**config.mk**
```make
export PLATFORM = sky130hd
export DESIGN_NAME = gc_reclaim_engine
export DESIGN_NICKNAME = d
export VERILOG_FILES = /design/src/rtl/gcv_pkg.sv /design/src/rtl/gcv_meta_store.sv /design/src/rtl/gcv_scorer.sv /design/src/rtl/gcv_seq.sv /design/src/rtl/gc_reclaim_engine.sv
export SDC_FILE = /design/constraint.sdc
export NUM_CORES = 1
export LEC_CHECK = 0
export BUFFER_PORTS_ARGS = -buffer_cell sky130_fd_sc_hd__buf_4
export CELL_PAD_IN_SITES_DETAIL_PLACEMENT = 0
export CELL_PAD_IN_SITES_GLOBAL_PLACEMENT = 1
export CORE_UTILIZATION = 51
export DETAILED_ROUTE_END_ITERATION = 10
export PLACE_DENSITY_LB_ADDON = 0.25
export SETUP_SLACK_MARGIN = 0.4
export SLEW_MARGIN = 20
export SYNTH_ARGS = -nofsm -noshare
export SYNTH_HDL_FRONTEND = slang
export SYNTH_SLANG_ARGS = --single-unit
```
**constraint.sdc**
```tcl
create_clock -name clk -period 20.9 [get_ports clk]
set_input_delay 2.09 -clock clk [delete_from_list [all_inputs] [get_ports clk]]
set_output_delay 2.09 -clock clk [all_outputs]
set_load 0.01 [all_outputs]
```
**src/rtl/gcv_pkg.sv**
```systemverilog
package gcv_pkg;
  typedef enum logic [3:0] {
    S_IDLE, S_SCAN, S_PAGE, S_RD, S_RDW, S_WR, S_REC, S_ERASE, S_EWAIT, S_FIN
  } gc_state_e;
endpackage

```
**src/rtl/gcv_meta_store.sv**
```systemverilog
module gcv_meta_store #(
  parameter int NBLK = 8,
  parameter int PPB  = 8,
  parameter int ECW  = 12,
  localparam int BW  = $clog2(NBLK),
  localparam int PW  = $clog2(PPB),
  localparam int STW = $clog2(PPB + 1)
) (
  input  logic           clk,
  input  logic           rst_n,
  input  logic           host_we,
  input  logic           host_inval,
  input  logic [BW-1:0]  host_blk,
  input  logic [PW-1:0]  host_page,
  input  logic           rel_we,
  input  logic [BW-1:0]  rel_blk,
  input  logic [PW-1:0]  rel_page,
  input  logic           cmt_we,
  input  logic [BW-1:0]  cmt_blk,
  input  logic [BW-1:0]  scan_blk,
  output logic [PPB-1:0] scan_valid,
  output logic [STW-1:0] scan_stale,
  output logic [ECW-1:0] scan_ecnt,
  input  logic [BW-1:0]  mon_blk,
  output logic [PPB-1:0] mon_valid,
  output logic [STW-1:0] mon_stale,
  output logic [ECW-1:0] mon_ecnt
);
  logic [PPB-1:0] valid_a [NBLK];
  logic [STW-1:0] stale_a [NBLK];
  logic [ECW-1:0] ecnt_a  [NBLK];

  for (genvar b = 0; b < NBLK; b++) begin : g_blk
    logic [PPB-1:0] v_q, p_q;
    logic [STW-1:0] s_q;
    logic [ECW-1:0] e_q;
    wire hit_cmt  = cmt_we  && (cmt_blk  == BW'(b));
    wire hit_rel  = rel_we  && (rel_blk  == BW'(b));
    wire hit_host = host_we && (host_blk == BW'(b));

    always_ff @(posedge clk or negedge rst_n) begin
      if (!rst_n) begin
        v_q <= '0;
        p_q <= '0;
        s_q <= '0;
        e_q <= '0;
      end else if (hit_cmt) begin
        v_q <= '0;
        p_q <= '0;
        s_q <= '0;
        e_q <= e_q + 1'b1;
      end else begin
        if (hit_rel) begin
          v_q[rel_page] <= 1'b1;
          p_q[rel_page] <= 1'b1;
        end
        if (hit_host) begin
          if (!host_inval) begin
            if (!p_q[host_page]) begin
              v_q[host_page] <= 1'b1;
              p_q[host_page] <= 1'b1;
            end
          end else if (v_q[host_page]) begin
            v_q[host_page] <= 1'b0;
            s_q <= s_q + 1'b1;
          end
        end
      end
    end

    assign valid_a[b] = v_q;
    assign stale_a[b] = s_q;
    assign ecnt_a[b]  = e_q;
  end

  assign scan_valid = valid_a[scan_blk];
  assign scan_stale = stale_a[scan_blk];
  assign scan_ecnt  = ecnt_a[scan_blk];
  assign mon_valid  = valid_a[mon_blk];
  assign mon_stale  = stale_a[mon_blk];
  assign mon_ecnt   = ecnt_a[mon_blk];
endmodule

```
**src/rtl/gcv_scorer.sv**
```systemverilog
module gcv_scorer #(
  parameter int NBLK    = 8,
  parameter int PPB     = 8,
  parameter int ECW     = 12,
  parameter int W_STALE = 2,
  parameter int W_ERASE = 3,
  parameter int SW      = 24,
  localparam int BW     = $clog2(NBLK),
  localparam int STW    = $clog2(PPB + 1)
) (
  input  logic [BW-1:0]        blk,
  input  logic [BW-1:0]        spare,
  input  logic [STW-1:0]       stale,
  input  logic [ECW-1:0]       ecnt,
  input  logic [ECW-1:0]       target,
  output logic                 elig,
  output logic signed [SW-1:0] score
);
  logic [SW-1:0] gain, cost;

  always_comb begin
    gain  = SW'(stale) * SW'(W_STALE);
    cost  = SW'(ecnt) * SW'(W_ERASE);
    score = $signed(gain - cost);
    elig  = (blk != spare) && (stale != '0) && (ecnt < target);
  end
endmodule

```
**src/rtl/gcv_seq.sv**
```systemverilog
module gcv_seq
  import gcv_pkg::*;
#(
  parameter int NBLK = 8,
  parameter int PPB  = 8,
  parameter int DW   = 16,
  parameter int SW   = 24,
  localparam int BW  = $clog2(NBLK),
  localparam int PW  = $clog2(PPB),
  localparam int AW  = $clog2(NBLK * PPB)
) (
  input  logic                 clk,
  input  logic                 rst_n,
  input  logic                 start,
  output logic                 busy,
  output logic                 done,
  output logic                 found,
  output logic [BW-1:0]        victim,
  output logic [BW-1:0]        spare,
  output logic [BW-1:0]        scan_blk,
  input  logic [PPB-1:0]       scan_valid,
  input  logic                 elig,
  input  logic signed [SW-1:0] score,
  output logic                 rd_vld,
  input  logic                 rd_rdy,
  output logic [AW-1:0]        rd_addr,
  input  logic                 rsp_vld,
  input  logic [DW-1:0]        rsp_data,
  output logic                 wr_vld,
  input  logic                 wr_rdy,
  output logic [AW-1:0]        wr_addr,
  output logic [DW-1:0]        wr_data,
  output logic                 rec_vld,
  input  logic                 rec_rdy,
  output logic [AW-1:0]        rec_old,
  output logic [AW-1:0]        rec_new,
  output logic                 er_vld,
  input  logic                 er_rdy,
  output logic [BW-1:0]        er_blk,
  input  logic                 er_done,
  output logic                 rel_we,
  output logic [BW-1:0]        rel_blk,
  output logic [PW-1:0]        rel_page,
  output logic                 cmt_we,
  output logic [BW-1:0]        cmt_blk
);
  gc_state_e            state;
  logic [BW-1:0]        idx, best;
  logic signed [SW-1:0] best_score;
  logic                 found_q;
  logic [PW-1:0]        page, wptr;
  logic [BW-1:0]        spare_q;
  logic [DW-1:0]        data_q;

  wire last_page = (page == PW'(PPB - 1));
  wire take      = elig && (!found_q || (score > best_score));

  always_ff @(posedge clk or negedge rst_n) begin
    if (!rst_n) begin
      state      <= S_IDLE;
      idx        <= '0;
      best       <= '0;
      best_score <= '0;
      found_q    <= 1'b0;
      page       <= '0;
      wptr       <= '0;
      spare_q    <= BW'(NBLK - 1);
      data_q     <= '0;
    end else begin
      case (state)
        S_IDLE: if (start) begin
          state   <= S_SCAN;
          idx     <= '0;
          found_q <= 1'b0;
        end
        S_SCAN: begin
          if (take) begin
            best       <= idx;
            best_score <= score;
            found_q    <= 1'b1;
          end
          if (idx == BW'(NBLK - 1)) begin
            state <= (found_q || elig) ? S_PAGE : S_FIN;
            page  <= '0;
            wptr  <= '0;
          end else begin
            idx <= idx + 1'b1;
          end
        end
        S_PAGE: begin
          if (scan_valid[page]) state <= S_RD;
          else if (last_page)   state <= S_ERASE;
          else                  page  <= page + 1'b1;
        end
        S_RD: if (rd_rdy) state <= S_RDW;
        S_RDW: if (rsp_vld) begin
          data_q <= rsp_data;
          state  <= S_WR;
        end
        S_WR: if (wr_rdy) state <= S_REC;
        S_REC: if (rec_rdy) begin
          wptr <= wptr + 1'b1;
          if (last_page) state <= S_ERASE;
          else begin
            page  <= page + 1'b1;
            state <= S_PAGE;
          end
        end
        S_ERASE: if (er_rdy) state <= S_EWAIT;
        S_EWAIT: if (er_done) begin
          spare_q <= best;
          state   <= S_FIN;
        end
        S_FIN:   state <= S_IDLE;
        default: state <= S_IDLE;
      endcase
    end
  end

  always_comb begin
    busy     = (state != S_IDLE);
    done     = (state == S_FIN);
    found    = found_q;
    victim   = best;
    spare    = spare_q;
    scan_blk = (state == S_SCAN) ? idx : best;
    rd_vld   = (state == S_RD);
    wr_vld   = (state == S_WR);
    rec_vld  = (state == S_REC);
    er_vld   = (state == S_ERASE);
    rd_addr  = AW'(best) * AW'(PPB) + AW'(page);
    wr_addr  = AW'(spare_q) * AW'(PPB) + AW'(wptr);
    wr_data  = data_q;
    rec_old  = rd_addr;
    rec_new  = wr_addr;
    er_blk   = best;
    rel_we   = (state == S_REC) && rec_rdy;
    rel_blk  = spare_q;
    rel_page = wptr;
    cmt_we   = (state == S_EWAIT) && er_done;
    cmt_blk  = best;
  end
endmodule

```
**src/rtl/gc_reclaim_engine.sv**
```systemverilog
module gc_reclaim_engine #(
  parameter int NBLK    = 8,
  parameter int PPB     = 8,
  parameter int ECW     = 12,
  parameter int DW      = 16,
  parameter int W_STALE = 2,
  parameter int W_ERASE = 3,
  localparam int BW     = $clog2(NBLK),
  localparam int PW     = $clog2(PPB),
  localparam int AW     = $clog2(NBLK * PPB),
  localparam int STW    = $clog2(PPB + 1)
) (
  input  logic           clk,
  input  logic           rst_n,
  input  logic           start,
  input  logic [ECW-1:0] erase_target,
  output logic           busy,
  output logic           done,
  output logic           found,
  output logic [BW-1:0]  victim,
  input  logic           meta_vld,
  input  logic           meta_op,
  input  logic [BW-1:0]  meta_blk,
  input  logic [PW-1:0]  meta_page,
  input  logic [BW-1:0]  mon_blk,
  output logic [PPB-1:0] mon_valid,
  output logic [STW-1:0] mon_stale,
  output logic [ECW-1:0] mon_erase,
  output logic [BW-1:0]  spare_blk,
  output logic           rd_vld,
  input  logic           rd_rdy,
  output logic [AW-1:0]  rd_addr,
  input  logic           rsp_vld,
  input  logic [DW-1:0]  rsp_data,
  output logic           wr_vld,
  input  logic           wr_rdy,
  output logic [AW-1:0]  wr_addr,
  output logic [DW-1:0]  wr_data,
  output logic           rec_vld,
  input  logic           rec_rdy,
  output logic [AW-1:0]  rec_old,
  output logic [AW-1:0]  rec_new,
  output logic           er_vld,
  input  logic           er_rdy,
  output logic [BW-1:0]  er_blk,
  input  logic           er_done
);
  localparam int SW = STW + ECW + $clog2(W_STALE + 1) + $clog2(W_ERASE + 1) + 1;

  logic                 host_we;
  logic                 rel_we, cmt_we;
  logic [BW-1:0]        rel_blk, cmt_blk, scan_blk;
  logic [PW-1:0]        rel_page;
  logic [PPB-1:0]       scan_valid;
  logic [STW-1:0]       scan_stale;
  logic [ECW-1:0]       scan_ecnt;
  logic                 elig;
  logic signed [SW-1:0] score;

  assign host_we = meta_vld && !busy && (meta_blk != spare_blk);

  gcv_meta_store #(.NBLK(NBLK), .PPB(PPB), .ECW(ECW)) store_i (
    .clk(clk), .rst_n(rst_n),
    .host_we(host_we), .host_inval(meta_op), .host_blk(meta_blk), .host_page(meta_page),
    .rel_we(rel_we), .rel_blk(rel_blk), .rel_page(rel_page),
    .cmt_we(cmt_we), .cmt_blk(cmt_blk),
    .scan_blk(scan_blk), .scan_valid(scan_valid), .scan_stale(scan_stale), .scan_ecnt(scan_ecnt),
    .mon_blk(mon_blk), .mon_valid(mon_valid), .mon_stale(mon_stale), .mon_ecnt(mon_erase)
  );

  gcv_scorer #(.NBLK(NBLK), .PPB(PPB), .ECW(ECW), .W_STALE(W_STALE), .W_ERASE(W_ERASE), .SW(SW)) score_i (
    .blk(scan_blk), .spare(spare_blk), .stale(scan_stale), .ecnt(scan_ecnt),
    .target(erase_target), .elig(elig), .score(score)
  );

  gcv_seq #(.NBLK(NBLK), .PPB(PPB), .DW(DW), .SW(SW)) seq_i (
    .clk(clk), .rst_n(rst_n), .start(start),
    .busy(busy), .done(done), .found(found), .victim(victim), .spare(spare_blk),
    .scan_blk(scan_blk), .scan_valid(scan_valid), .elig(elig), .score(score),
    .rd_vld(rd_vld), .rd_rdy(rd_rdy), .rd_addr(rd_addr),
    .rsp_vld(rsp_vld), .rsp_data(rsp_data),
    .wr_vld(wr_vld), .wr_rdy(wr_rdy), .wr_addr(wr_addr), .wr_data(wr_data),
    .rec_vld(rec_vld), .rec_rdy(rec_rdy), .rec_old(rec_old), .rec_new(rec_new),
    .er_vld(er_vld), .er_rdy(er_rdy), .er_blk(er_blk), .er_done(er_done),
    .rel_we(rel_we), .rel_blk(rel_blk), .rel_page(rel_page),
    .cmt_we(cmt_we), .cmt_blk(cmt_blk)
  );
endmodule

```
==> out/summary.json, run 1 <==
{
  "leading_cell_types_by_total_area_after_synthesis": "sky130_fd_sc_hd__dfrtp_1, sky130_fd_sc_hd__mux4_2, sky130_fd_sc_hd__mux2i_1",
  "max_cap_violations": 0,
  "crit_path_end_kind": "flip-flop",
  "gp_congestion": 0.9710,
  "met3WireLength_um": 4019,
  "synth_edf_count": 0,
  "start_util_pct": 51.91,
  "ys_dominant_reg_cell": "sky130_fd_sc_hd__dfrtp_1",
  "crit_fanout": 50,
  "min_path_type": "reg2reg",
  "post_cts.repair.setup_buffers": 0,
  "cts_tree": "built",
  "ctsResizeCount": 0,
  "critical_path.most_common_cell": "sky130_fd_sc_hd__ha_1",
  "worstHoldPathCells": 1,
  "critical_path.max_stage_delay_ns": 0.82,
  "synth_top_cell_by_area": "sky130_fd_sc_hd__dfrtp_1",
  "drtIter0Drc": 1360,
  "num_vias": 15475,
  "post_synth_instance_area_um2": 19050,
  "dp_hpwl_um": 40530,
  "netlist-cell-type-count": 69,
  "design_power_total_mw": 2.459,
  "critical_path.slowest_cell": "sky130_fd_sc_hd__nor4b_4",
  "crit_path_start_kind": "flip-flop",
  "worstPathRequired_ns": 21.33,
  "highest_layer": "met4",
  "tns_ns": 0,
  "max-slew-margin-rel_pct": 31.72,
  "power.sequential.fraction_pct": 31.4,
  "syn_avg_cell_area_um2": 10.13,
  "maximum_clock_frequency_mhz": 124.4,
  "met1_length_um": 22470,
  "tightest_slew_ns": 1.022,
  "combPwrFrac_pct": 40.2,
  "detail-route-antenna-nets": 0,
  "worst_skew_pair.late_latency_ns": 0.56,
  "number_of_nets_produced_by_synthesis": 1996,
  "area_growth_pct": 13.45,
  "grt_start_max_net_pins": 189,
  "groute.usage.overall_pct": 31.06,
  "clock_sinks": 307,
  "count_of_input_and_output_buffers": 127,
  "initial_antenna_violation_count": 1,
  "power-per-cell-area_nw_per_um2": 113.8,
  "vias_in_the_first_global_route": 15116,
  "postSynthRegisterBits": 307,
  "power.switching_uw": 904.3,
  "top_cell_type_s_share_of_synthesized_area_pct": 39.93,
  "floorplan.die.height_um": 195.3,
  "finalHoldViolations": 0,
  "synth.yosys.warnings": 0,
  "start_to_end_type_of_the_worst_setup_path": "reg2reg",
  "power.clock.fraction_pct": 28.4,
  "vias_per_cell": 6.327,
  "post_synth_inst_count": 1880,
  "met2_wirelength_um": 28280,
  "drive_gt1_share_pct": 21.19,
  "clk_pin_slew_worst_paths_ns": 0.06,
  "vdd_ir_drop_max_mv": 0.1014,
  "fin_nets": 2064,
  "die_w_um": 195.3,
  "critical_path_buf_inv_count": 3,
  "rsz0062_at_grt": "false",
  "cts.hold.buffers_added": 0,
  "worst-r2r-cell-count": 24,
  "setup.reg_to_reg.worst_slack_ns": 12.86,
  "first_pass_grt_wire_length_um": 90560,
  "drc": 0,
  "worstPathCellList": "nor4b_4 -> mux2i_4 -> buf_4 -> mux4_2 -> mux2i_1 -> inv_1 -> xnor2_1 -> ha_1 -> ha_1 -> a21o_1 -> a21oi_1 -> nor2b_1 -> o21a_1 -> a211oi_1 -> o21ai_0 -> xor2_1 -> ha_1 -> nand3_1 -> o22ai_1 -> nor2_1 -> o221a_2 -> nor4_4 -> buf_6 -> mux2_2",
  "cts_max_path_buffers": 3,
  "wirelength_um": 58370,
  "setup_viol_count_final": 0,
  "drtPass1Iterations": 5,
  "num_io_pins": 128,
  "drt-wirelength-per-cell_um": 23.86,
  "timing.critical_path.arrival_ns": 8.46,
  "maxSlewViolCount": 0,
  "fin_crit_sh_pct": 38.45,
  "h-tree-depth": 2,
  "net_sw_share_pct": 36.77,
  "fp.dieArea_um2": 38130,
  "overflow": 0,
  "post_synth_most_frequent_cells": "sky130_fd_sc_hd__dfrtp_1, sky130_fd_sc_hd__nor2_1, sky130_fd_sc_hd__a21oi_1",
  "worst-path-stages": 24,
  "core-area_um2": 36700,
  "timing.final.crit_period_ns": 8.036,
  "seq_total_area_yosys_pct": 40.35,
  "clock-skew-final_ns": 0.01802,
  "tritoncts.num_buffers": 37,
  "placementRows": 70,
  "yosys.cell_count.top_type": "sky130_fd_sc_hd__dfrtp_1",
  "critical_path.top_delay_family": "compound AO/OA/AOI/OAI gates",
  "postSynth.asyncResetShare_pct": 100.0,
  "cts_root_buf": "sky130_fd_sc_hd__clkbuf_16",
  "power.static_leakage_nw": 10.21,
  "outcome": "finished clean",
  "intPower_mw": 1.555
}
-- metrics by stage --
stage / util (%) / instances / worst slack [ns] / hold slack (ns) / area [um^2]
floorplan: - / 1880 / 13.83 / 0.4527 / 19050
global placement: 55.13 / 2375 / 12.72 / 0.4738 / 20230
detailed placement: 55.13 / 2375 / 12.58 / 0.4790 / 20230
CTS: 58.77 / 2443 / 12.54 / 0.4864 / 21570
global route: 58.89 / 2445 / 12.21 / 0.5072 / 21610
finish: 58.89 / 2446 / 12.86 / 0.4869 / 21610
-- final timing paths --
path,from,end
setup / recovery,seq_i.state[0],seq_i.best_score[2]
hold / removal,store_i.g_blk[7].e_q[11],store_i.g_blk[7].e_q[11]
setup reg to reg,seq_i.state[0],seq_i.best_score[2]
hold reg to reg,store_i.g_blk[7].e_q[11],store_i.g_blk[7].e_q[11]
max in group asynchronous,rst_n,store_i.g_blk[7].v_q[4]
min in group asynchronous,rst_n,seq_i.best_score[10]
-- sequential cells by signal, indices dropped and copies added, names as in the netlist --
register,cells
seq_i.wr_data,16
seq_i.cmt_blk,3
seq_i.idx,3
store_i.g_blk.v_q,64
seq_i.best_score,15
seq_i.state,4
seq_i.rel_blk,3
store_i.g_blk.s_q,32
seq_i.rel_page,3
seq_i.page,3
store_i.g_blk.p_q,64
seq_i.found,1
store_i.g_blk.e_q,96
-- layout make-up --
class                      count  area (um^2)
fill                        3045        15090
multi-input combinational   1384        10550
sequential                   307         7686
timing repair buffer         156         1215
clock buffer                  55         1135
tap                          468        585.6
inverter                      62        232.7
clock inverter                13        201.4
antenna                        1        2.502
-- power by group through the flow --
stage / logic (mW) / registers [mW] / clock network, mW
CTS: 0.987 / 0.768 / 0.709
global placement: 0.970 / 0.775 / 0
finish: 0.989 / 0.771 / 0.699
global route: 1.10 / 0.781 / 0.734
detailed placement: 0.982 / 0.779 / 0
floorplan: 0.746 / 0.738 / 0
-- cell usage in the layout, fill, tap and decap left out, types with 35 or more instances in the layout --
cell,netlist,routed
sky130_fd_sc_hd__inv_1,62,62
sky130_fd_sc_hd__mux2i_1,100,99
sky130_fd_sc_hd__xnor2_1,77,77
sky130_fd_sc_hd__ha_1,68,68
sky130_fd_sc_hd__nand3_1,62,62
sky130_fd_sc_hd__mux4_2,77,77
sky130_fd_sc_hd__o21ai_0,35,35
sky130_fd_sc_hd__nand2_1,130,130
sky130_fd_sc_hd__nand4_1,42,42
sky130_fd_sc_hd__o22ai_1,73,73
sky130_fd_sc_hd__dfrtp_1,304,304
sky130_fd_sc_hd__a21oi_1,142,142
sky130_fd_sc_hd__mux2_2,87,87
sky130_fd_sc_hd__buf_4,26,152
sky130_fd_sc_hd__xor2_1,48,48
sky130_fd_sc_hd__nor2_1,243,236
sky130_fd_sc_hd__clkbuf_16,0,38
-- kinds of logic after synthesis --
kind of cell / count (synthesis) / share of synthesized area (%)
AND/OR/NAND/NOR: 581 / 13.98
AO/OA/AOI/OAI: 343 / 11.19
flip-flops: 307 / 40.35
multiplexers: 266 / 19.69
buffers and inverters: 189 / 4.512
XOR/XNOR: 125 / 5.747
adder cells (fa/ha/maj): 69 / 4.525
-- routing by layer --
metal / track usage [%] / vias to the layer above
met4: 17.61 / 0
met3: 4.041 / 204
li1: - / 6947
met1: 39.46 / 7625
met2: 51.34 / 699
met5: 0 / -
Note: power is estimated with default switching activity, not from simulation.
==> run 2: changes to the inputs <==
Settings changed: ABC_AREA from default to 1, CORE_UTILIZATION 51 to 42.
Clock period 20.9 ns to 6.5 ns, I/O delays scaled along.
==> out/summary.json, run 2 <==
{
  "outcome": "finished clean",
  "groute.usage.overall": {"value": 29.70, "unit": "%", "change": "-1.4 points"},
  "die_w": {"value": 221.5, "unit": "um", "change": "+13%"},
  "tritoncts.num_buffers": {"value": 38, "change": "+2.7%"},
  "vdd_ir_drop_max": {"value": 0.5957, "unit": "mV", "change": "+490%"},
  "number_of_nets_produced_by_synthesis": {"value": 2784, "change": "+39%"},
  "clock-skew-final": {"value": 0.03018, "unit": "ns", "change": "+0.01216 ns"},
  "combPwrFrac": {"value": 63.3, "unit": "%", "change": "+23 points"},
  "placementRows": {"value": 80, "change": "+14%"},
  "core-area": {"value": 47650, "unit": "um^2", "change": "+30%"},
  "whs": {"value": 0.1365, "unit": "ns", "change": "-0.3504 ns"},
  "start_to_end_type_of_the_worst_setup_path": "reg2reg",
  "tns": {"value": 0, "unit": "ns", "change": "unchanged"},
  "synth_edf_count": {"value": 0, "change": "unchanged"},
  "intPower": {"value": 6.776, "unit": "mW", "change": "+340%"},
  "yosys.cell_count.top_type": "sky130_fd_sc_hd__nand2_1",
  "post_synth_inst_count": {"value": 2668, "change": "+42%"},
  "drc": {"value": 0, "change": "unchanged"},
  "fin_nets": {"value": 2867, "change": "+39%"},
  "ys_dominant_reg_cell": "sky130_fd_sc_hd__dfrtp_1",
  "drtIter0Drc": {"value": 1577, "change": "+16%"},
  "drt-wirelength-per-cell": {"value": 21.83, "unit": "um", "change": "-8.5%"},
  "floorplan.die.height": {"value": 221.5, "unit": "um", "change": "+13%"},
  "gp_congestion": {"value": 0.9474, "change": "-2.4%"},
  "first_pass_grt_wire_length": {"value": 112300, "unit": "um", "change": "+24%"},
  "post_synth_instance_area": {"value": 20230, "unit": "um^2", "change": "+6.2%"},
  "finalHoldViolations": {"value": 0, "change": "unchanged"},
  "cts_root_buf": "sky130_fd_sc_hd__clkbuf_16",
  "leading_cell_types_by_total_area_after_synthesis": "sky130_fd_sc_hd__dfrtp_1, sky130_fd_sc_hd__nand2_1, sky130_fd_sc_hd__inv_1",
  "layout.cell_area.non_filler": {"value": 23000, "unit": "um^2", "change": "+6.4%"},
  "num_vias": {"value": 19569, "change": "+26%"},
  "rsz0062_at_grt": "false",
  "num_io_pins": {"value": 128, "change": "unchanged"},
  "seq_total_area_yosys": {"value": 37.99, "unit": "%", "change": "-2.4 points"},
  "power.clock.fraction": {"value": 15.7, "unit": "%", "change": "-13 points"},
  "globalRouteMet1Util": {"value": 37.37, "unit": "%", "change": "-2.1 points"},
  "max_cap_violations": {"value": 0, "change": "unchanged"},
  "drive_gt1_share": {"value": 12.50, "unit": "%", "change": "-8.7 points"},
  "cts_max_path_buffers": {"value": 3, "change": "unchanged"},
  "net_sw_share": {"value": 50.03, "unit": "%", "change": "+13 points"},
  "reg.largest.list": "store_i.g_blk.e_q: 96 flops, store_i.g_blk.p_q: 64 flops, store_i.g_blk.v_q: 64 flops",
  "crit_path_end_kind": "flip-flop",
  "n_antenna_cell": {"value": 0, "change": "-1"},
  "postPlaceCellArea": {"value": 21530, "unit": "um^2", "change": "+6.4%"},
  "multi_input_comb_area": {"value": 10570, "unit": "um^2", "change": "+0.17%"},
  "power-per-cell-area": {"value": 589.6, "unit": "nW/um^2", "change": "+420%"},
  "postSynth.asyncResetShare": {"value": 100.0, "unit": "%", "change": "unchanged"},
  "count_of_input_and_output_buffers": {"value": 127, "change": "unchanged"},
  "seq_area": {"value": 7686, "unit": "um^2", "change": "unchanged"},
  "setup_viol_count_final": {"value": 0, "change": "unchanged"},
  "top_register": "store_i.g_blk.e_q",
  "h-tree-depth": {"value": 2, "change": "unchanged"},
  "mostFrequentLayoutCell": "sky130_fd_sc_hd__nand2_1",
  "rr_endpoint": "seq_i.best_score[8]",
  "maxSlewViolCount": {"value": 0, "change": "unchanged"},
  "max-slew-margin-rel": {"value": 30.01, "unit": "%", "change": "-1.7 points"},
  "clock_sinks": {"value": 307, "change": "unchanged"},
  "power.switching": {"value": 6.783, "unit": "mW", "change": "+650%"},
  "dp_hpwl": {"value": 52220, "unit": "um", "change": "+29%"},
  "cts_tree": "built",
  "worst-r2r-cell-count": {"value": 37, "change": "+54%"},
  "fp.dieArea": {"value": 49060, "unit": "um^2", "change": "+29%"},
  "detail-route-antenna-nets": {"value": 0, "change": "unchanged"},
  "crit_fanout": {"value": 31, "change": "-38%"},
  "overflow": {"value": 0, "change": "unchanged"},
  "wirelength": {"value": 74040, "unit": "um", "change": "+27%"},
  "synth.yosys.warnings": {"value": 0, "change": "unchanged"},
  "start_util": {"value": 42.47, "unit": "%", "change": "-9.4 points"},
  "synth_top_cell_by_area": "sky130_fd_sc_hd__dfrtp_1",
  "crit_path_start_kind": "flip-flop",
  "worst_skew_pair.late_latency": {"value": 0.58, "unit": "ns", "change": "+0.02 ns"},
  "vias_per_cell": {"value": 5.771, "change": "-8.8%"},
  "critical_path.max_stage_delay": {"value": 0.44, "unit": "ns", "change": "-0.38 ns"},
  "largest_register_ff_count": {"value": 96, "change": "unchanged"},
  "maximum_clock_frequency": {"value": 180.3, "unit": "MHz", "change": "+45%"},
  "met2_usage": {"value": 48.68, "unit": "%", "change": "-2.7 points"},
  "setup.reg_to_reg.worst_slack": {"value": 0.95, "unit": "ns", "change": "-11.91 ns"},
  "clk_pin_slew_worst_paths": {"value": 0.06, "unit": "ns", "change": "about the same"},
  "initial_antenna_violation_count": {"value": 0, "change": "-1"},
  "area_growth_pct": 13.67,
  "min_path_type": "in2async",
  "netlist-cell-type-count": {"value": 59, "change": "-14%"},
  "power.static_leakage": {"value": 10.96, "unit": "nW", "change": "+7.4%"},
  "drtPass1Iterations": {"value": 6, "change": "+1"},
  "fillers": {"value": 4706, "change": "+55%"},
  "critical_path.most_common_cell": "sky130_fd_sc_hd__nand2_1",
  "postSynthRegisterBits": {"value": 307, "change": "unchanged"},
  "vias_in_the_first_global_route": {"value": 19001, "change": "+26%"},
  "power.sequential.fraction": {"value": 20.9, "unit": "%", "change": "-11 points"},
  "grtUsageMet3": {"value": 4.740, "unit": "%", "change": "+0.70 points"},
  "critical_path.slowest_cell": "sky130_fd_sc_hd__dfrtp_1",
  "syn_avg_cell_area": {"value": 7.584, "unit": "um^2", "change": "-25%"},
  "tightest_slew": {"value": 1.049, "unit": "ns", "change": "+0.02663 ns"},
  "grt.busiest_layer": "met2",
  "timing.final.crit_period": {"value": 5.547, "unit": "ns", "change": "-2.489 ns"},
  "cts.hold.buffers_added": {"value": 0, "change": "unchanged"},
  "grt_start_max_net_pins": {"value": 122, "change": "-35%"},
  "fin_crit_sh": {"value": 85.34, "unit": "%", "change": "+47 points"},
  "timing.critical_path.arrival": {"value": 6.02, "unit": "ns", "change": "-2.44 ns"},
  "worst_r2r_startpoint": "seq_i.state[0]",
  "top_cell_type_s_share_of_synthesized_area": {"value": 37.60, "unit": "%", "change": "-2.3 points"},
  "post_synth_most_frequent_cells": "sky130_fd_sc_hd__nand2_1, sky130_fd_sc_hd__inv_1, sky130_fd_sc_hd__dfrtp_1",
  "worstPathRequired": {"value": 6.98, "unit": "ns", "change": "-14.35 ns"},
  "most-common-layout-cells": "sky130_fd_sc_hd__nand2_1, sky130_fd_sc_hd__inv_1, sky130_fd_sc_hd__dfrtp_1"
}
## run 2: stage by stage
| stage | setup slack [ns] | utilization [%] | cells | total power, mW |
|---|---|---|---|---|
| 2_1_floorplan | 1.266 | - | 2668 | 8.905 |
| 3_3_place_gp | 0.3671 | 45.17 | 3310 | 11.00 |
| 3_5_place_dp | 0.2905 | 45.20 | 3310 | 11.10 |
| 4_1_cts | 0.4402 | 47.87 | 3380 | 13.35 |
| 5_1_grt | 0.4163 | 48.27 | 3391 | 14.75 |
| 6_report | 0.9531 | 48.27 | 3391 | 13.56 |
## run 2: logic make-up (layout without fill, tap and decap cells)
| family | count (synthesis) | count (layout) | synth area share [%] |
|---|---|---|---|
| xor gates and xnor gates | 101 | 101 | 4.372 |
| buffers and inverters | 499 | 604 | 10.40 |
| and+or+nand+nor | 953 | 954 | 21.53 |
| muxes | 16 | 16 | 0.8905 |
| DFF | 307 | 307 | 37.99 |
| AOI/OAI and AO/OA | 724 | 726 | 20.61 |
| adders and majority gates | 68 | 68 | 4.205 |
## run 2: worst max-delay path: cells and delay by family (launching register included)
kind / cells / cell delay [ns]
XOR/XNOR: 2 / 0.28
adder cells (fa/ha/maj): 3 / 0.81
buffers and inverters: 6 / 0.79
flip-flops: 1 / 0.44
AND/OR/NAND/NOR: 22 / 2.45
AO/OA/AOI/OAI: 4 / 0.68
## run 2: area by class of cell
cell class                 instances  area share (%)
clock buffer                      54           4.613
multi-input combinational       1865           45.97
timing repair buffer             173           6.033
clock inverter                    11          0.6420
tap                              615           3.346
sequential                       307           33.42
inverter                         366           5.979
## run 2: power by group through the flow
stage	clock, mW	combinational, mW	sequential (mW)
6_report	2.13	8.59	2.84
2_1_floorplan	0	6.15	2.75
5_1_grt	2.23	9.63	2.89
3_5_place_dp	0	8.25	2.85
3_3_place_gp	0	8.17	2.83
4_1_cts	2.18	8.34	2.83
## run 2: worst max-delay path by stage
stage / start / to / cells past startpoint
2_1_floorplan: seq_i.state[3] / seq_i.best_score[9] / 35
3_3_place_gp: seq_i.state[0] / seq_i.best_score[0] / 35
3_5_place_dp: seq_i.state[0] / seq_i.best_score[0] / 38
4_1_cts: seq_i.state[3] / seq_i.best_score[0] / 37
5_1_grt: seq_i.state[0] / seq_i.best_score[0] / 37
6_report: seq_i.state[0] / seq_i.best_score[8] / 37
## run 2: layer usage
| metal | wire length, um | vias up |
|---|---|---|
| met5 | 0 | - |
| met1 | 30920 | 9422 |
| li1 | - | 9212 |
| met2 | 34450 | 757 |
| met3 | 4590 | 178 |
| met4 | 4073 | 0 |
## run 2: timing repair
item | in CTS | in global routing
resized for setup | 5 | 14
pin swaps | 2 | 4
cloned | 1 | 2
endpoints found under the setup margin | 8 | 18
buffers inserted | 4 | 8
